### config.mk
export PLATFORM = sky130hd
export DESIGN_NAME = chain_sel_gate
export DESIGN_NICKNAME = d
export VERILOG_FILES = /design/src/rtl/csg_pkg.sv /design/src/rtl/csg_id_reg.sv /design/src/rtl/csg_ds_reg.sv /design/src/rtl/csg_decode.sv /design/src/rtl/chain_sel_gate.sv
export SDC_FILE = /design/constraint.sdc
export NUM_CORES = 1
export LEC_CHECK = 0
export BUFFER_PORTS_ARGS = -buffer_cell sky130_fd_sc_hd__buf_2
export CELL_PAD_IN_SITES_DETAIL_PLACEMENT = 1
export CELL_PAD_IN_SITES_GLOBAL_PLACEMENT = 2
export CORE_MARGIN = 4
export CORE_UTILIZATION = 40
export DETAILED_ROUTE_END_ITERATION = 7
export GPL_ROUTABILITY_DRIVEN = 0
export PLACE_DENSITY = 0.9
export SLEW_MARGIN = 5
export SYNTH_ARGS = -nofsm -noshare
export SYNTH_HDL_FRONTEND = slang
export SYNTH_HIERARCHICAL = 1
export SYNTH_SLANG_ARGS = --single-unit
### constraint.sdc
create_clock -name clk -period 3.8 [get_ports clk]
set_input_delay 0.57 -clock clk [delete_from_list [all_inputs] [get_ports clk]]
set_output_delay 0.57 -clock clk [all_outputs]
set_load 0.01 [all_outputs]
### src/rtl/csg_pkg.sv
package csg_pkg;
  typedef enum logic [1:0] {
    SEL_NONE  = 2'd0,
    SEL_OWN   = 2'd1,
    SEL_BCAST = 2'd2
  } sel_mode_e;
endpackage

### src/rtl/csg_id_reg.sv
module csg_id_reg #(
  parameter int W = 16
) (
  input  logic         clk,
  input  logic         rst_n,
  input  logic         ctl_reset,
  input  logic         load_req,
  input  logic [W-1:0] load_data,
  input  logic         chain_en_i,
  output logic [W-1:0] pa_q,
  output logic         full_q,
  output logic         chain_en_o
);
  localparam logic [W-1:0] ALL1 = {W{1'b1}};

  logic load_ok;
  // the first device in the chain that is not yet loaded takes the load; all-ones is refused
  assign load_ok = load_req && chain_en_i && !full_q && (load_data != ALL1);

  always_ff @(posedge clk or negedge rst_n) begin
    if (!rst_n) begin
      pa_q   <= '0;
      full_q <= 1'b0;
    end else if (ctl_reset) begin
      full_q <= 1'b0;          // the identifier is kept
    end else if (load_ok) begin
      pa_q   <= load_data;
      full_q <= 1'b1;
    end
  end

  assign chain_en_o = chain_en_i && full_q;
endmodule

### src/rtl/csg_ds_reg.sv
module csg_ds_reg #(
  parameter int W = 16
) (
  input  logic         clk,
  input  logic         rst_n,
  input  logic         ctl_reset,
  input  logic         ds_wr,
  input  logic [W-1:0] wr_data,
  output logic [W-1:0] ds_q
);
  always_ff @(posedge clk or negedge rst_n) begin
    if (!rst_n)         ds_q <= '0;
    else if (ctl_reset) ds_q <= '0;
    else if (ds_wr)     ds_q <= wr_data;
  end
endmodule

### src/rtl/csg_decode.sv
module csg_decode
  import csg_pkg::*;
#(
  parameter int W         = 16,
  parameter bit PRIO_READ = 1'b1
) (
  input  logic [W-1:0] ds_q,
  input  logic [W-1:0] pa_q,
  input  logic         cyc_valid,
  input  logic         cyc_write,
  input  logic         match_i,
  input  logic         hit_i,
  output sel_mode_e    mode,
  output logic         wr_accept_o,
  output logic         rd_drive_o,
  output logic         hit_o
);
  localparam logic [W-1:0] ALL1 = {W{1'b1}};

  logic bcast_rd_ok;
  logic wr_cyc, rd_cyc;

  always_comb begin
    if (ds_q == ALL1)      mode = SEL_BCAST;
    else if (ds_q == pa_q) mode = SEL_OWN;
    else                   mode = SEL_NONE;
  end

  generate
    if (PRIO_READ) begin : g_prio
      // only the first matching device along the chain may drive
      assign bcast_rd_ok = match_i && !hit_i;
    end else begin : g_plain
      assign bcast_rd_ok = match_i;
    end
  endgenerate

  assign hit_o  = hit_i || match_i;
  assign wr_cyc = cyc_valid && cyc_write;
  assign rd_cyc = cyc_valid && !cyc_write;

  always_comb begin
    wr_accept_o = 1'b0;
    rd_drive_o  = 1'b0;
    unique case (mode)
      SEL_BCAST: begin
        wr_accept_o = wr_cyc;
        rd_drive_o  = rd_cyc && bcast_rd_ok;
      end
      SEL_OWN: begin
        wr_accept_o = wr_cyc;
        rd_drive_o  = rd_cyc;
      end
      default: ;
    endcase
  end
endmodule

### src/rtl/chain_sel_gate.sv
module chain_sel_gate
  import csg_pkg::*;
#(
  parameter int W         = 16,
  parameter bit PRIO_READ = 1'b1
) (
  input  logic         clk,
  input  logic         rst_n,
  input  logic         cyc_valid,
  input  logic         cyc_write,
  input  logic         pa_wr,
  input  logic         ds_wr,
  input  logic [W-1:0] wr_data,
  input  logic         ctl_reset,
  input  logic         match_i,
  input  logic         chain_en_i,
  input  logic         hit_i,
  output logic         wr_accept_o,
  output logic         rd_drive_o,
  output logic         chain_en_o,
  output logic         hit_o
);
  logic [W-1:0] pa_q;
  logic [W-1:0] ds_q;
  logic         full_q;
  sel_mode_e    mode;

  csg_id_reg #(.W(W)) u_id (
    .clk(clk), .rst_n(rst_n), .ctl_reset(ctl_reset),
    .load_req(pa_wr), .load_data(wr_data), .chain_en_i(chain_en_i),
    .pa_q(pa_q), .full_q(full_q), .chain_en_o(chain_en_o)
  );

  csg_ds_reg #(.W(W)) u_ds (
    .clk(clk), .rst_n(rst_n), .ctl_reset(ctl_reset),
    .ds_wr(ds_wr), .wr_data(wr_data), .ds_q(ds_q)
  );

  csg_decode #(.W(W), .PRIO_READ(PRIO_READ)) u_dec (
    .ds_q(ds_q), .pa_q(pa_q), .cyc_valid(cyc_valid), .cyc_write(cyc_write),
    .match_i(match_i), .hit_i(hit_i), .mode(mode),
    .wr_accept_o(wr_accept_o), .rd_drive_o(rd_drive_o), .hit_o(hit_o)
  );
endmodule

Word level (Yosys, flattened, before mapping) --
Index checks and enable logic that the tools add are counted.
Cells by class: shift operators 0, reductions and logical operators 16, bitwise operators 1, order comparisons 0, div/mod/pow operators 0, eq/ne operators 5, multipliers 0, muxes and demuxes 8, $add $sub $neg 0
Operators with widths (number):
- 16-bit 2-to-1 mux | 2
- 16-bit equality test | 1
- 16-bit equality test (second input constant) | 1
- 16-bit inequality test (second input constant) | 1
- 1-bit logical AND | 8
- 1-bit 2-to-1 mux | 4
- 2-bit nonzero test | 2
- 1-bit zero test | 3
- 2-bit by 1-bit equality test with 1-bit output (second input constant) | 1
- 2-bit equality test (second input constant) | 1
- 2-bit 2-to-1 mux | 1
- 1-bit case mux with 2 select lines | 1
- 2-bit AND reduction | 1
- 2-bit OR reduction | 1
- 1-bit logical OR | 1
- 1-bit NOT | 1
Word-level totals: register bits after elaboration 33, bits in writable memories 0, memories 0, logic and storage cells 33, bits of input ports 26, bits in read-only memories 0, output and inout port bits 4, bits in latches 0

Logic depth before layout (Yosys ltp) --
Gate-level depths: netlist (run 1).
depth in word-level cells 6, gate-level depth with buffers 5

Modules after synthesis --
The synthesis (run 1) kept the hierarchy.
Modules (own cells, without submodules):
- csg_id_reg | area each 735.7 µm², times used 1, cells each 44
- csg_ds_reg | area each 660.6 µm², times used 1, cells each 52
- csg_decode | area each 271.5 µm², times used 1, cells each 32

Least setup slack after synthesis (run 1) --
No wires, ideal clock.
path kind flip-flop to output port, start point register u_ds.ds_q[10], end point output rd_drive_o, path slack 1.968 ns, data arrival time 1.262 ns, cell stages (with the launch flop) 6, data required time 3.230 ns, cell sequence dfrtp_1 xnor2_1 nand4_1 nor4_2 nor2b_2 o211a_1
On the way: word-level cells in the longest chain between the ends 5, elaborated cells between the ends (all ways) 7
RTL lines:
- from (decl) | RTL line csg_ds_reg.sv:9 | output logic [W-1:0] ds_q
- from (signal assigned) | RTL line csg_ds_reg.sv:14 | else if (ds_wr) ds_q <= wr_data;
- 16-bit equality test | RTL line csg_decode.sv:25 | else if (ds_q == pa_q) mode = SEL_OWN;
- 1-bit 2-to-1 mux | RTL line csg_decode.sv:25
- 2-bit 2-to-1 mux (*) | RTL line csg_decode.sv:24 | if (ds_q == ALL1) mode = SEL_BCAST;
- named net mode[0] | RTL line chain_sel_gate.sv:26 | sel_mode_e mode;
- 2-bit by 1-bit equality test with 1-bit output or 2-bit equality test (tied branches) | RTL line csg_decode.sv:45 | unique case (mode)
- 1-bit case mux with 2 select lines (*) | RTL line csg_decode.sv:45
- to (decl) | RTL line chain_sel_gate.sv:19 | output logic rd_drive_o,
Mark *: on every way through the listed nets, which the timed path passes. The rest lies on a longest branch.

Final worst setup path (run 1) --
start point register u_id.pa_q[4], end point output rd_drive_o
On the way: word-level cells in the longest chain between the ends 5, elaborated cells between the ends (all ways) 6
RTL lines:
- from (decl) | RTL line csg_id_reg.sv:10 | output logic [W-1:0] pa_q,
- from (signal assigned) | RTL line csg_id_reg.sv:27 | pa_q <= load_data;
- 16-bit equality test (*) | RTL line csg_decode.sv:25
- 1-bit 2-to-1 mux (*) | RTL line csg_decode.sv:25
- 2-bit 2-to-1 mux (*) | RTL line csg_decode.sv:24
- named net mode[0] | RTL line chain_sel_gate.sv:26
- 2-bit by 1-bit equality test with 1-bit output or 2-bit equality test (tied branches) | RTL line csg_decode.sv:45
- 1-bit case mux with 2 select lines (*) | RTL line csg_decode.sv:45
Marked as above.

==> flow_summary_export.csv, run 1 <==
group,metric,value,unit
timing,unrepaired_setup_endpoints_after_global_routing,"no",
final_layout,finalNetCount,186,
critical_path,regToRegSetupSlack,2280,ps
power,power.combinational.fraction,0.190,
die,initial_utilization,0.4140,
clock_network,cts.repair.resized,0,
yosys,synth_cell_area,0.001668,sq mm
final_layout,layout.cells.most_common,"dfrtp_1",
critical_path,critPathMaxStageDelay,400,ps
power,pwr-share-seq,0.506,
yosys,post_synth.cell_area_avg,13.03,sq um
critical_path,reg2reg_from,"u_id/full_q",
clock_network,cts_htree_levels,2,
yosys,syn_inst,128,
die,die_width,72.57,um
grt,use_met1,0.2058,
die,core_area,0.004029,sq mm
yosys,yosys.cell_types.count,22,
critical_path,cp.arrival,1850,ps
grt,grt_use_met2,0.2655,
clock_network,tritoncts.num_buffers,5,
yosys,synthesis.nets,154,
yosys,cell_type_contributing_the_most_total_cell_area_after_synthesis,"dfrtp_1",
route,drt-total-wl,3.864,mm
route,total_number_of_vias,1115,
timing,timing_max_transition_violations_final,0,
route,ant_nets,0,
critical_path,cp.required,3230,ps
worst_hold_path,hold_path_class,"primary input to async pin",
clock_network,clk_slew_on_worst_s_h_paths,60,ps
power,power.switching,0.0002308,W
timing,hold_viol_final,0,
clock_network,setup_bufs_post_cts,0,
die,die-area,0.005266,sq mm
grt,first_pass_grt_wire_length,6.444,mm
route,drc,0,
critical_path,cp.buffers_inverters,1,
yosys,synth_top_cells_by_area,"dfrtp_1 (50%), mux2i_1 (9.6%), xnor2_1 (8.4%), mux2_4 (8.1%), mux2_2 (4.7%)",
grt,grt_antenna_before_repair,0,
grt,top_usage_layer,"met2",
route,viasPerCell,5.310,
grt,gr-usage-met3,0.03857,
yosys,synth-seq-cells,33,
timing,worstMarginPinSlew,737.0,ps
outcome,status,"completed",
route,routed_wire_length_per_instance,18.40,um
final_layout,layout_overhead_on_the_synthesized_area,14.78,%
power,power_report.internal_total,0.0006432,W
die,rows,23,
critical_path,cp_top_family,"simple AND/OR/NAND/NOR gates",
timing,finalCritPeriodShare,0.6370,
timing,timing.setup.tns,0,ps
timing,fmax,0.4131,GHz
final_layout,multiInputGateArea,779.5,sq um
clock_network,clock_sinks,33,
power,share_clk_of_total_power,0.304,
clock_network,cts_hold_buf,0,
critical_path,cell_depth_of_the_worst_flop_to_flop_path,3,
final_layout,sequential_cell_area,825.8,sq um
critical_path,crit_fanout,2,
timing,skew,2.345,ps
critical_path,timing_worst_setup_path_type,"register to output port",
grt,gr-total-overflow,0,
grt,grt_max_degree,34,
timing,finalCriticalPeriod,2421,ps
yosys,post-synth-top-area-fraction,0.4951,
timing,setup-violations-final,0,
power,power.ir.vdd_worst,0.0002708,V
placement,port_buffers,29,
clock_network,cts_tree,"done",
final_layout,antenna_cells_inserted,0,
timing,max-slew-margin-rel,0.5087,
critical_path,critical_path_capture_point_type,"output port",
yosys,synth.yosys.seq_area_share,0.4951,
die,die-height,72.57,um
final_layout,fillerInstances,457,
final_layout,commonest_cells_after_routing_fill_and_taps_aside,"dfrtp_1 (33), buf_2 (29), xnor2_1 (16), mux2i_1 (16), nor2_1 (16)",
final_layout,drive_above_1_share,0.3688,
timing,final.hold.worst_slack,348.6,ps
die,ios,30,
grt,grt_pass1_vias,1274,
critical_path,worstPathCellList,"xnor2_1, nand4_1, nor4_2, nor2b_2, o211a_1, buf_2",
clock_network,root_buffer,"clkbuf_8",
critical_path,startpoint_type,"register",
critical_path,critPathSlowestCell,"dfrtp_1",
power,p_per_area,456.6,mW/mm^2
route,drt_first_iter_violations,32,
power,power.share.switching,0.2641,
clock_network,worst_skew_pair.late_latency,280,ps
flow_run,max_capacitance_violation_count,0,
yosys,synth_warnings,6,
route,detailedRoute.firstPassIterationCount,4,
grt,gr-usage-all-layers,0.1615,
critical_path,regToRegEndpoint,"u_id/pa_q[10]",
clock_network,clockBufferDepth,2,
power,standby_leakage_power,0.9132,nW
## metal layers
metal  routed length (um)  vias up
met3                  161        6
met2                 1924       33
li1                     -      513
met5                    0        -
met4                   36        0
met1                 1742      563
## worst max path at each step
| stage | slack, ps | start | end | cells past startpoint |
|---|---|---|---|---|
| after floorplan | 1970 | u_ds/ds_q[10] | rd_drive_o | 5 |
| after global placement | 1710 | u_ds/ds_q[4] | rd_drive_o | 6 |
| after detailed placement | 1660 | u_ds/ds_q[4] | rd_drive_o | 6 |
| after CTS | 1350 | u_id/pa_q[4] | rd_drive_o | 6 |
| after global routing | 1210 | u_ds/ds_q[15] | rd_drive_o | 6 |
| final | 1380 | u_id/pa_q[4] | rd_drive_o | 6 |
## state kept, by name, indices dropped and copies added, names as in the netlist
signal / count
u_ds/ds_q: 16
u_id/pa_q: 16
u_id/full_q: 1
## cell usage after synthesis
master,instances
dfrtp_1,33
mux2i_1,16
nor2_1,16
xnor2_1,16
nand4_1,12
mux2_4,9
mux2_2,7
inv_1,2
nor4_2,2
nor4_4,2
o211a_1,2
a21o_2,1
and2_1,1
and3b_1,1
buf_1,1
buf_12,1
buf_2,1
buf_6,1
buf_8,1
nand2_1,1
nor2b_2,1
or2_2,1
## area by class of cell
class | instances | area share
tap | 50 | 0.03268
clock buffer | 7 | 0.04510
sequential | 33 | 0.4314
timing repair buffer | 30 | 0.07974
multi-input combinational | 88 | 0.4072
inverter | 2 | 0.003922
## stage by stage
| stage | instances | utilization | worst slack, ps | cell area (sq um) | total power, W |
|---|---|---|---|---|---|
| after global routing | 210 | 0.4752 | 1209 | 1914 | 0.0009179 |
| after CTS | 210 | 0.4752 | 1347 | 1914 | 0.0008844 |
| after global placement | 203 | 0.4537 | 1709 | 1828 | 0.0006076 |
| final | 210 | 0.4752 | 1379 | 1914 | 0.0008740 |
| after floorplan | 128 | - | 1968 | 1668 | 0.0005621 |
| after detailed placement | 203 | 0.4537 | 1664 | 1828 | 0.0006163 |
## cells by family after synthesis
group                  count (synthesis)  share of synthesized area
AND/OR/NAND/NOR                       37                     0.1418
flip-flops                            33                     0.4951
AO/OA/AOI/OAI                          3                    0.01726
multiplexers                          32                     0.2243
XOR/XNOR                              16                    0.08402
buffers and inverters                  7                    0.03750
## power by group through the flow
stage	logic [W]	clock network (W)	registers, W
final	0.000166	0.000265	0.000442
after global routing	0.000182	0.000288	0.000448
after CTS	0.000169	0.000273	0.000443
after detailed placement	0.000167	0	0.000450
after global placement	0.000163	0	0.000445
after floorplan	0.000125	0	0.000437
Note: power is estimated with default switching activity, not from simulation.
==> inputs of run 2 (changes only) <==
--- a/config.mk
+++ b/config.mk
@@ -9,10 +9,10 @@
 export CELL_PAD_IN_SITES_DETAIL_PLACEMENT = 1
 export CELL_PAD_IN_SITES_GLOBAL_PLACEMENT = 2
 export CORE_MARGIN = 4
-export CORE_UTILIZATION = 40
+export CORE_UTILIZATION = 33
 export DETAILED_ROUTE_END_ITERATION = 7
 export GPL_ROUTABILITY_DRIVEN = 0
-export PLACE_DENSITY = 0.9
+export PLACE_DENSITY = 0.8
 export SLEW_MARGIN = 5
 export SYNTH_ARGS = -nofsm -noshare
 export SYNTH_HDL_FRONTEND = slang
==> constraint.sdc (replaced) <==
create_clock -name clk -period 2.12 [get_ports clk]
set_input_delay 0.318 -clock clk [delete_from_list [all_inputs] [get_ports clk]]
set_output_delay 0.318 -clock clk [all_outputs]
set_load 0.01 [all_outputs]
==> run 2 against run 1 <==
Compared with the run above: combinational power rose by 110%; global-route usage fell by 1.6 points; non-clock buffer count rose by 19; clock skew rose by 0.76 ps; count of clock-buffer cells in the layout fell by 2; power rose by 80%; first-iteration DRC count fell by 22%; worst hold slack got worse by 250 ps; largest cell class unchanged; largest power group unchanged.
==> flow_summary_export.csv, run 2 (synthesis results as in run 1) <==
group,metric,value,unit
clock_network,worst_skew_pair.late_latency,280,ps
route,viasPerCell,4.914,
timing,finalCriticalPeriod,2095,ps
timing,worstMarginPinSlew,735.5,ps
route,drc,0,
critical_path,cp.arrival,1780,ps
placement,numPlacedInstances,233,
critical_path,timing_worst_setup_path_type,"register to output port",
grt,grt_antenna_before_repair,0,
final_layout,postLayoutCellArea,0.002081,sq mm
clock_network,cts_hold_buf,0,
die,die-area,0.006255,sq mm
final_layout,layout.cells.most_common,"dfrtp_1",
die,initial_utilization,0.3462,
die,core_area,0.004817,sq mm
clock_network,root_buffer,"clkbuf_8",
timing,setup-violations-final,0,
grt,gr-total-overflow,0,
placement,detailed_place.area,0.001947,sq mm
worst_hold_path,hold_path_class,"primary input to async pin",
timing,skew,3.101,ps
grt,gr-usage-all-layers,0.1459,
die,rows,25,
power,standby_leakage_power,1.012,nW
grt,first_pass_grt_wire_length,6.851,mm
critical_path,crit_start,"u_id/pa_q[5]",
timing,unrepaired_setup_endpoints_after_global_routing,"yes",
outcome,status,"completed",
critical_path,reg2reg_from,"u_id/full_q",
clock_network,clk_slew_on_worst_s_h_paths,70,ps
timing,timing_max_transition_violations_final,0,
critical_path,regToRegEndpoint,"u_id/pa_q[8]",
critical_path,critPathMaxStageDelay,410,ps
critical_path,cell_depth_of_the_worst_flop_to_flop_path,3,
final_layout,commonest_cells_after_routing_fill_and_taps_aside,"dfrtp_1 (33), buf_2 (29), buf_4 (20)",
clock_network,cts_tree,"done",
grt,grt_max_degree,34,
clock_network,clockBufferDepth,2,
power,p_per_area,757.0,mW/mm^2
critical_path,critPathSlowestCell,"dfrtp_1",
route,drt-total-wl,4.209,mm
final_layout,antenna_cells_inserted,0,
final_layout,layout_overhead_on_the_synthesized_area,24.76,%
route,total_number_of_vias,1204,
route,drt_first_iter_violations,25,
critical_path,cp.required,1800,ps
critical_path,critical_path.endpoint,"rd_drive_o",
route,detailedRoute.firstPassIterationCount,4,
critical_path,crit_fanout,2,
timing,hold_viol_final,0,
grt,grt_pass1_vias,1361,
final_layout,finalNetCount,205,
die,die-height,79.09,um
timing,fmax,0.4773,GHz
clock_network,tritoncts.num_buffers,5,
placement,port_buffers,29,
power,power.ir.vdd_worst,0.0003874,V
critical_path,regToRegSetupSlack,580,ps
die,ios,30,
route,ant_nets,0,
timing,finalCritPeriodShare,0.9883,
final_layout,final_cells,245,
placement,detailed_place_hpwl,3.108,mm
clock_network,clock_sinks,33,
critical_path,critical_path_capture_point_type,"output port",
flow_run,max_capacitance_violation_count,0,
critical_path,startpoint_type,"register",
final_layout,layout_top_registers,"u_ds/ds_q x16, u_id/pa_q x16, u_id/full_q x1",
route,routed_wire_length_per_instance,17.18,um
critical_path,worstPathCellList,"xnor2_2, nand4_1, nor4_2, nor2b_2, o211a_1, buf_2",
die,die_width,79.09,um
final_layout,drive_above_1_share,0.4494,
timing,max-slew-margin-rel,0.5096,
clock_network,cts_htree_levels,2,
## run 2: through the flow
step	setup TNS, ps	total power [W]	worst slack [ps]	hold slack [ps]	utilization
final	0	0.001575	24.79	94.11	0.4319
after global routing	-111.0	0.001665	-111.0	148.6	0.4319
after CTS	-14.55	0.001588	-14.55	112.8	0.4288
after detailed placement	-470.6	0.001128	-141.0	421.6	0.4042
after global placement	-352.9	0.001109	-104.5	418.7	0.4042
after floorplan	0	0.001007	540.2	22.41	-
## run 2: final cells by class
cell class,instances,area [sq um]
clock inverters,1,5.005
multi-input cells,88,794.5
fillers,564,2736
clock buffers,5,68.82
flip-flops and latches,33,825.8
repair buffers,49,295.3
inverters,2,7.507
well taps,67,83.83
## run 2: per-layer routing
layer / part of all wire / track usage / up-vias
met5: 0 / 0 / -
li1: - / - / 550
met2: 0.50 / 0.2483 / 32
met3: 0.048 / 0.03741 / 3
met1: 0.44 / 0.1826 / 619
met4: 0.011 / 0.04124 / 0
## run 2: power by group
part | internal, W | total (W) | leakage [nW] | switching (W)
combinational | 0.000208 | 0.000345 | 0.557 | 0.000136
clock | 0.000216 | 0.000432 | 0.0399 | 0.000216
sequential | 0.000719 | 0.000798 | 0.415 | 0.0000791
## run 2: worst max-delay path, delay by kind of cell (launching register included)
family	cells	cell delay [ps]
AND/OR/NAND/NOR	3	650
flip-flops	1	410
XOR/XNOR	1	190
AO/OA/AOI/OAI	1	130
buffers and inverters	1	120
## run 2: what timing repair did
action	CTS	global route
pin swaps	5	1
gates resized for setup	2	0
endpoints found under the setup margin	1	5
buffers inserted	4	2
## run 2: worst min-delay path by stage
stage               endpoint  slack [ps]  cells past startpoint
2_1_floorplan   u_ds/ds_q[0]          20                      0
3_3_place_gp   u_ds/ds_q[10]         420                      1
3_5_place_dp   u_ds/ds_q[10]         420                      1
4_1_cts        u_ds/ds_q[10]         110                      1
5_1_grt         u_ds/ds_q[9]         150                      1
6_report       u_ds/ds_q[10]          90                      1
